## src/rtl/hsw_pkg.sv

```systemverilog
package hsw_pkg;
  typedef enum logic [1:0] {ST_OFF, ST_ON, ST_COOL, ST_HOLD} hsw_state_e;

  // control word, bit 0 at the bottom
  typedef struct packed {
    logic [1:0] pg_mode;    // 6:5
    logic       alert_en;   // 4
    logic       auto_on;    // 3
    logic       int_cool;   // 2
    logic       auto_retry; // 1
    logic       host_on;    // 0
  } hsw_ctrl_t;

  localparam int FAULT_W = 2;
  localparam int FB_OC   = 0;
  localparam int FB_OV   = 1;

  function automatic int us_to_cycles(input int khz, input int us);
    return (khz * us + 999) / 1000;
  endfunction

  function automatic int ms_to_cycles(input int khz, input int ms);
    return khz * ms;
  endfunction

  function automatic logic route_status(input logic [1:0] mode, input logic pg);
    case (mode)
      2'b01:   return pg;
      2'b10:   return ~pg;
      default: return 1'b0;
    endcase
  endfunction
endpackage

```

## src/rtl/hsw_cb_filter.sv

```systemverilog
module hsw_cb_filter #(
  parameter int CYCLES = 20,
  localparam int W = $clog2(CYCLES + 1)
) (
  input  logic         clk,
  input  logic         por_n,
  input  logic         arm,
  input  logic         oc,
  output logic         trip,
  output logic [W-1:0] cnt
);
  assign trip = arm & oc & (cnt == W'(CYCLES - 1));

  always_ff @(posedge clk or negedge por_n) begin
    if (!por_n)                   cnt <= '0;
    else if (!arm || !oc || trip) cnt <= '0;
    else                          cnt <= cnt + 1'b1;
  end
endmodule

```

## src/rtl/hsw_cooldown.sv

```systemverilog
module hsw_cooldown #(
  parameter int CYCLES = 5000000,
  localparam int W = $clog2(CYCLES + 1)
) (
  input  logic clk,
  input  logic por_n,
  input  logic active,
  input  logic use_int,
  input  logic tmr_low,
  output logic done
);
  logic [W-1:0] cnt;

  assign done = active & (use_int ? (cnt == W'(CYCLES - 1)) : tmr_low);

  always_ff @(posedge clk or negedge por_n) begin
    if (!por_n)                 cnt <= '0;
    else if (!active || done)   cnt <= '0;
    else if (use_int)           cnt <= cnt + 1'b1;
  end
endmodule

```

## src/rtl/hsw_regs.sv

```systemverilog
module hsw_regs
  import hsw_pkg::*;
(
  input  logic               clk,
  input  logic               por_n,
  input  logic               wr_en,
  input  logic [1:0]         wr_addr,
  input  logic [7:0]         wr_data,
  input  logic [FAULT_W-1:0] set_fault,
  output hsw_ctrl_t          ctrl,
  output logic [FAULT_W-1:0] fault
);
  logic               ctrl_wr;
  logic [FAULT_W-1:0] clr;

  assign ctrl_wr = wr_en & (wr_addr == 2'd0);
  assign clr     = (wr_en && wr_addr == 2'd1) ? wr_data[FAULT_W-1:0] : '0;

  always_ff @(posedge clk or negedge por_n) begin
    if (!por_n) begin
      ctrl  <= '0;
      fault <= '0;
    end else begin
      if (ctrl_wr) ctrl <= hsw_ctrl_t'(wr_data[6:0]);
      fault <= (fault & ~clr) | set_fault;
    end
  end
endmodule

```

## src/rtl/hsw_seq.sv

```systemverilog
module hsw_seq
  import hsw_pkg::*;
#(
  parameter int CLK_KHZ = 1000,
  parameter bit LONG_CB = 1'b0,
  parameter int COOL_MS = 5000,
  localparam int CB_CYCLES   = us_to_cycles(CLK_KHZ, LONG_CB ? 420 : 20),
  localparam int COOL_CYCLES = ms_to_cycles(CLK_KHZ, COOL_MS),
  localparam int CB_W        = $clog2(CB_CYCLES + 1)
) (
  input  logic               clk,
  input  logic               por_n,
  input  logic               oc_i,
  input  logic               uv_bad_i,
  input  logic               ov_bad_i,
  input  logic               vdd_ov_i,
  input  logic               en_i,
  input  logic               on_i,
  input  logic               pg_i,
  input  logic               tmr_low_i,
  input  logic               wr_en_i,
  input  logic [1:0]         wr_addr_i,
  input  logic [7:0]         wr_data_i,
  output logic               gate_o,
  output logic [FAULT_W-1:0] fault_o,
  output logic               stat_o,
  output logic               alert_n_o
);
  hsw_state_e         state, state_n;
  hsw_ctrl_t          ctrl;
  logic               on_cond, on_cond_q, on_rise, permit;
  logic               gate_q, cb_trip, cool_done;
  logic [CB_W-1:0]    cb_cnt;
  logic [FAULT_W-1:0] set_fault;

  assign on_cond = ctrl.auto_on ? on_i : ctrl.host_on;
  assign on_rise = on_cond & ~on_cond_q;
  assign permit  = en_i & on_cond & ~uv_bad_i & ~ov_bad_i & ~vdd_ov_i;
  assign gate_q  = (state == ST_ON);

  assign set_fault[FB_OC] = cb_trip;
  assign set_fault[FB_OV] = vdd_ov_i;

  hsw_regs u_regs (
    .clk(clk), .por_n(por_n), .wr_en(wr_en_i), .wr_addr(wr_addr_i),
    .wr_data(wr_data_i), .set_fault(set_fault), .ctrl(ctrl), .fault(fault_o)
  );

  hsw_cb_filter #(.CYCLES(CB_CYCLES)) u_cb (
    .clk(clk), .por_n(por_n), .arm(gate_q), .oc(oc_i),
    .trip(cb_trip), .cnt(cb_cnt)
  );

  hsw_cooldown #(.CYCLES(COOL_CYCLES)) u_cool (
    .clk(clk), .por_n(por_n), .active(state == ST_COOL),
    .use_int(ctrl.int_cool), .tmr_low(tmr_low_i), .done(cool_done)
  );

  always_comb begin
    state_n = state;
    case (state)
      ST_OFF:  if (permit) state_n = ST_ON;
      ST_ON: begin
        if (vdd_ov_i)     state_n = ST_OFF;
        else if (cb_trip) state_n = ST_COOL;
        else if (!permit) state_n = ST_OFF;
      end
      ST_COOL: if (cool_done) state_n = ctrl.auto_retry ? ST_OFF : ST_HOLD;
      ST_HOLD: if (!fault_o[FB_OC] || on_rise) state_n = ST_OFF;
      default: state_n = ST_OFF;
    endcase
  end

  always_ff @(posedge clk or negedge por_n) begin
    if (!por_n) begin
      state     <= ST_OFF;
      on_cond_q <= 1'b0;
    end else begin
      state     <= state_n;
      on_cond_q <= on_cond;
    end
  end

  assign gate_o    = gate_q & ~vdd_ov_i;
  assign stat_o    = route_status(ctrl.pg_mode, pg_i);
  assign alert_n_o = ~(ctrl.alert_en & (|fault_o));
endmodule

```

## config.mk

```make
export PLATFORM = sky130hd
export DESIGN_NAME = hsw_seq
export DESIGN_NICKNAME = d
export VERILOG_FILES = /design/src/rtl/hsw_pkg.sv /design/src/rtl/hsw_cb_filter.sv /design/src/rtl/hsw_cooldown.sv /design/src/rtl/hsw_regs.sv /design/src/rtl/hsw_seq.sv
export SDC_FILE = /design/constraint.sdc
export NUM_CORES = 1
export LEC_CHECK = 0
export BUFFER_PORTS_ARGS = -buffer_cell sky130_fd_sc_hd__buf_2
export CORE_UTILIZATION = 28
export DETAILED_ROUTE_END_ITERATION = 16
export GPL_ROUTABILITY_DRIVEN = 0
export GPL_TIMING_DRIVEN = 0
export HOLD_SLACK_MARGIN = 0.08
export SLEW_MARGIN = 20
export SYNTH_ARGS = -nofsm -noshare
export SYNTH_HDL_FRONTEND = slang
export SYNTH_SLANG_ARGS = --single-unit
```

## constraint.sdc

```tcl
create_clock -name clk -period 5.16 [get_ports clk]
set_input_delay 1.032 -clock clk [delete_from_list [all_inputs] [get_ports clk]]
set_output_delay 1.032 -clock clk [all_outputs]
set_load 0.01 [all_outputs]
```

==> impl_metrics.py <==
metrics = {
    "run_status": {
        "status": "finished clean",
    },
    "final_layout": {
        "final_cell_mix": "40 x dfrtp_1, 31 x nor2_1, 28 x buf_2",
        "nNetsFinal": 248,
        "final_util_pct": 33.9,
        "fillCellCount": 729,
        "antenna_cells": 0,
        "layout-drive-gt1-share_pct": 20.8,
        "final_cell_area_um2": 2310,
        "area_growth_pct": 16.5,
        "layout_commonest_cell": "dfrtp_1",
    },
    "clock_tree": {
        "ctsLongestPathBuffers": 2,
        "clock-sinks": 40,
        "cts.repair.resized": 0,
        "hold_buffers": 0,
        "worstSkewPairLatency_ps": 290,
        "cts-root-buf": "clkbuf_8",
        "clk_pin_slew_worst_paths_ps": 80,
        "postCtsSetupRepairBufs": 0,
        "htreeDepth": 2,
        "cts_tree": "yes",
        "cts_buffers": 5,
    },
    "critical_path": {
        "crit_fanout": 2,
        "endpoint": "stat_o",
        "startpoint_type": "input port",
        "crit_cells": 5,
        "cp-startpoint": "pg_i",
        "reg2reg_slack_ps": 3090,
        "arrival_ps": 1470,
        "worstReg2RegEnd": "state[0]$_DFFE_PN0P_",
        "ff2ff_path_depth": 6,
        "path_cells": "buf_2 -> nor2_1 -> nand2_1 -> o21ai_0 -> buf_2",
        "regToRegStartpoint": "u_cool.cnt[0]$_DFFE_PN0P_",
        "slowest_delay_ps": 150,
        "crit_slowest_cell": "buf_2",
        "crit_buf_inv": 2,
        "cp-end-kind": "output pin",
        "cp_common_cell": "buf_2",
        "crit_family": "buffers and inverters",
        "setup.worst_path.class": "in -> out",
        "required_ps": 4130,
    },
    "synthesis": {
        "synth.distinct_cells": 36,
        "synth_fp_nets": 217,
        "synth_area_um2": 1990,
        "synthCells": 194,
        "ys_ff_latch": 40,
        "yosysWarnings": 0,
        "seq_area_frac_synth_pct": 50.4,
        "syn_avg_cell_area_um2": 10.2,
    },
    "placed_design": {
        "dpl.hpwl_mm": 2.65,
        "dp_slack_ps": 2660,
        "io_buffers": 24,
        "placed_area_um2": 2230,
    },
    "global_route": {
        "antenna_found_initial": 0,
        "grt_pass1_wl_mm": 6.57,
        "track_usage_pct": 11.6,
        "grt-ovfl-total": 0,
        "grt_max_degree": 41,
        "first_global_vias": 1392,
    },
    "power_and_ir_drop": {
        "ir_drop_mv": 0.158,
        "power_density_nw_per_um2": 275,
        "total_power_mw": 0.637,
        "p_leak_nw": 0.965,
    },
    "detailed_routing": {
        "vias": 1456,
        "drcViolationCount": 0,
        "detail-route-antenna-nets": 0,
        "wirelength_mm": 3.71,
        "vias_per_cell": 4.52,
        "drt_iter0_markers": 47,
        "avgRoutedWirePerCell_um": 11.5,
        "firstDrtPassIters": 4,
    },
    "sta": {
        "fin_skew_ps": 8.79,
        "fmax_mhz": 400,
        "maxSlewViolCount": 0,
        "setup-violations-final": 0,
        "fin_crit_sh_pct": 48.5,
        "relSlewSlack_pct": 39.5,
        "tightest_slew_ps": 908,
        "rsz0062_at_grt": "no",
        "hold_viol_final": 0,
        "final.min_clock_period_ps": 2500,
        "fin_ws_ps": 2660,
        "fin_tns_setup_ps": 0,
    },
    "floorplanning": {
        "die_h_um": 86.2,
        "top_level_ports": 26,
        "start_util_pct": 29.1,
        "core_area_um2": 6830,
        "die_w_um": 86.2,
        "die_area_um2": 7430,
        "rows": 30,
    },
    "flow_run": {
        "cap_violations": 0,
    },
    "worst_hold_path": {
        "hp-class": "reg -> reg",
    },
}
how the worst min path moves through the flow:
stage                                     start                     to  slack, ps  cells after the start
after floorplan           u_cb.cnt[0]$_DFF_PN0_  u_cb.cnt[0]$_DFF_PN0_        430                      1
after global placement    u_cb.cnt[0]$_DFF_PN0_  u_cb.cnt[0]$_DFF_PN0_        450                      1
after detailed placement  u_cb.cnt[0]$_DFF_PN0_  u_cb.cnt[0]$_DFF_PN0_        450                      1
after CTS                 u_cb.cnt[0]$_DFF_PN0_  u_cb.cnt[0]$_DFF_PN0_        460                      1
after global routing      u_cb.cnt[0]$_DFF_PN0_  u_cb.cnt[0]$_DFF_PN0_        510                      1
final                     u_cb.cnt[0]$_DFF_PN0_  u_cb.cnt[0]$_DFF_PN0_        470                      1
stage by stage:
stage / hold WS [ps] / instances
after floorplan: 430 / 194
after global placement: 447 / 314
after detailed placement: 452 / 314
after CTS: 464 / 322
after global routing: 511 / 322
final: 466 / 322
per-layer routing:
metal	part of all wire (%)	GRT usage, %	up-vias
met5	0	0	-
met4	1.5	5.45	0
met3	4.9	3.43	5
met2	44	17.9	36
met1	50	15.0	685
li1	-	-	730
report_power, final:
part	switching, mW	internal (mW)	leakage (nW)
Clock	0.113	0.0943	0.0479
Combinational	0.0405	0.0405	0.383
Sequential	0.0144	0.334	0.534
cell type report:
class | count | area [um2] | area share, %
flip-flops and latches | 40 | 1000 | 43.3
multi-input cells | 143 | 938 | 40.6
repair buffers | 24 | 120 | 5.19
well taps | 96 | 120 | 5.19
clock buffers | 5 | 68.8 | 2.97
plain buffers | 5 | 23.8 | 1.03
inverters | 6 | 22.5 | 0.973
clock inverters | 3 | 18.8 | 0.811
worst register-to-register path, cell delays in order, from the launching register on:
cell and delay (ps):
dfrtp_1 410, ha_1 210, and3_1 250, nand4_1 210
o31ai_4 410, nand4_1 150, mux2_1 330
registers in the layout, summed over array words and instances (netlist names):
| register | count |
|---|---|
| state | 2 |
| u_regs.ctrl | 7 |
| u_regs.fault | 2 |
| u_cb.cnt | 5 |
| u_cool.cnt | 23 |
| on_cond_q | 1 |
synth_stat cells, drive strengths merged:
| master | number | area [um2] |
|---|---|---|
| dfrtp | 40 | 1000 |
| nor2 | 31 | 116 |
| xor2 | 16 | 140 |
| nand2 | 15 | 56.3 |
| nand3 | 14 | 70.1 |
| nand4 | 10 | 62.6 |
| xnor2 | 8 | 70.1 |
| mux2 | 7 | 78.8 |
| inv | 6 | 22.5 |
| buf | 4 | 20.0 |
| nor3 | 4 | 20.0 |
| o21ai | 4 | 20.0 |
| mux2i | 3 | 30.0 |
| a21oi | 2 | 10.0 |
| and2 | 2 | 12.5 |
| and3 | 2 | 12.5 |
| and4 | 2 | 17.5 |
| ha | 2 | 25.0 |
| nand2b | 2 | 12.5 |
| nand4b | 2 | 17.5 |
| nor2b | 2 | 12.5 |
| nor3b | 2 | 20.0 |
| nor4 | 2 | 12.5 |
| nor4bb | 2 | 20.0 |
| a21o | 1 | 7.51 |
| a22oi | 1 | 7.51 |
| clkbuf | 1 | 3.75 |
| nor4b | 1 | 23.8 |
| o2111ai | 1 | 8.76 |
| o22a | 1 | 8.76 |
| o31ai | 1 | 21.3 |
| or2 | 1 | 6.26 |
| or3 | 1 | 6.26 |
| or4 | 1 | 11.3 |
cells by family after synthesis:
logic type                 share of synthesized area [%]
AOI/OAI and AO/OA                                   4.22
buffers and inverters                               2.33
muxes                                               5.48
and+or+nand+nor                                     25.7
xor gates and xnor gates                            10.6
DFF                                                 50.4
adders and majority gates                           1.26
(Power assumes the default switching activity.)
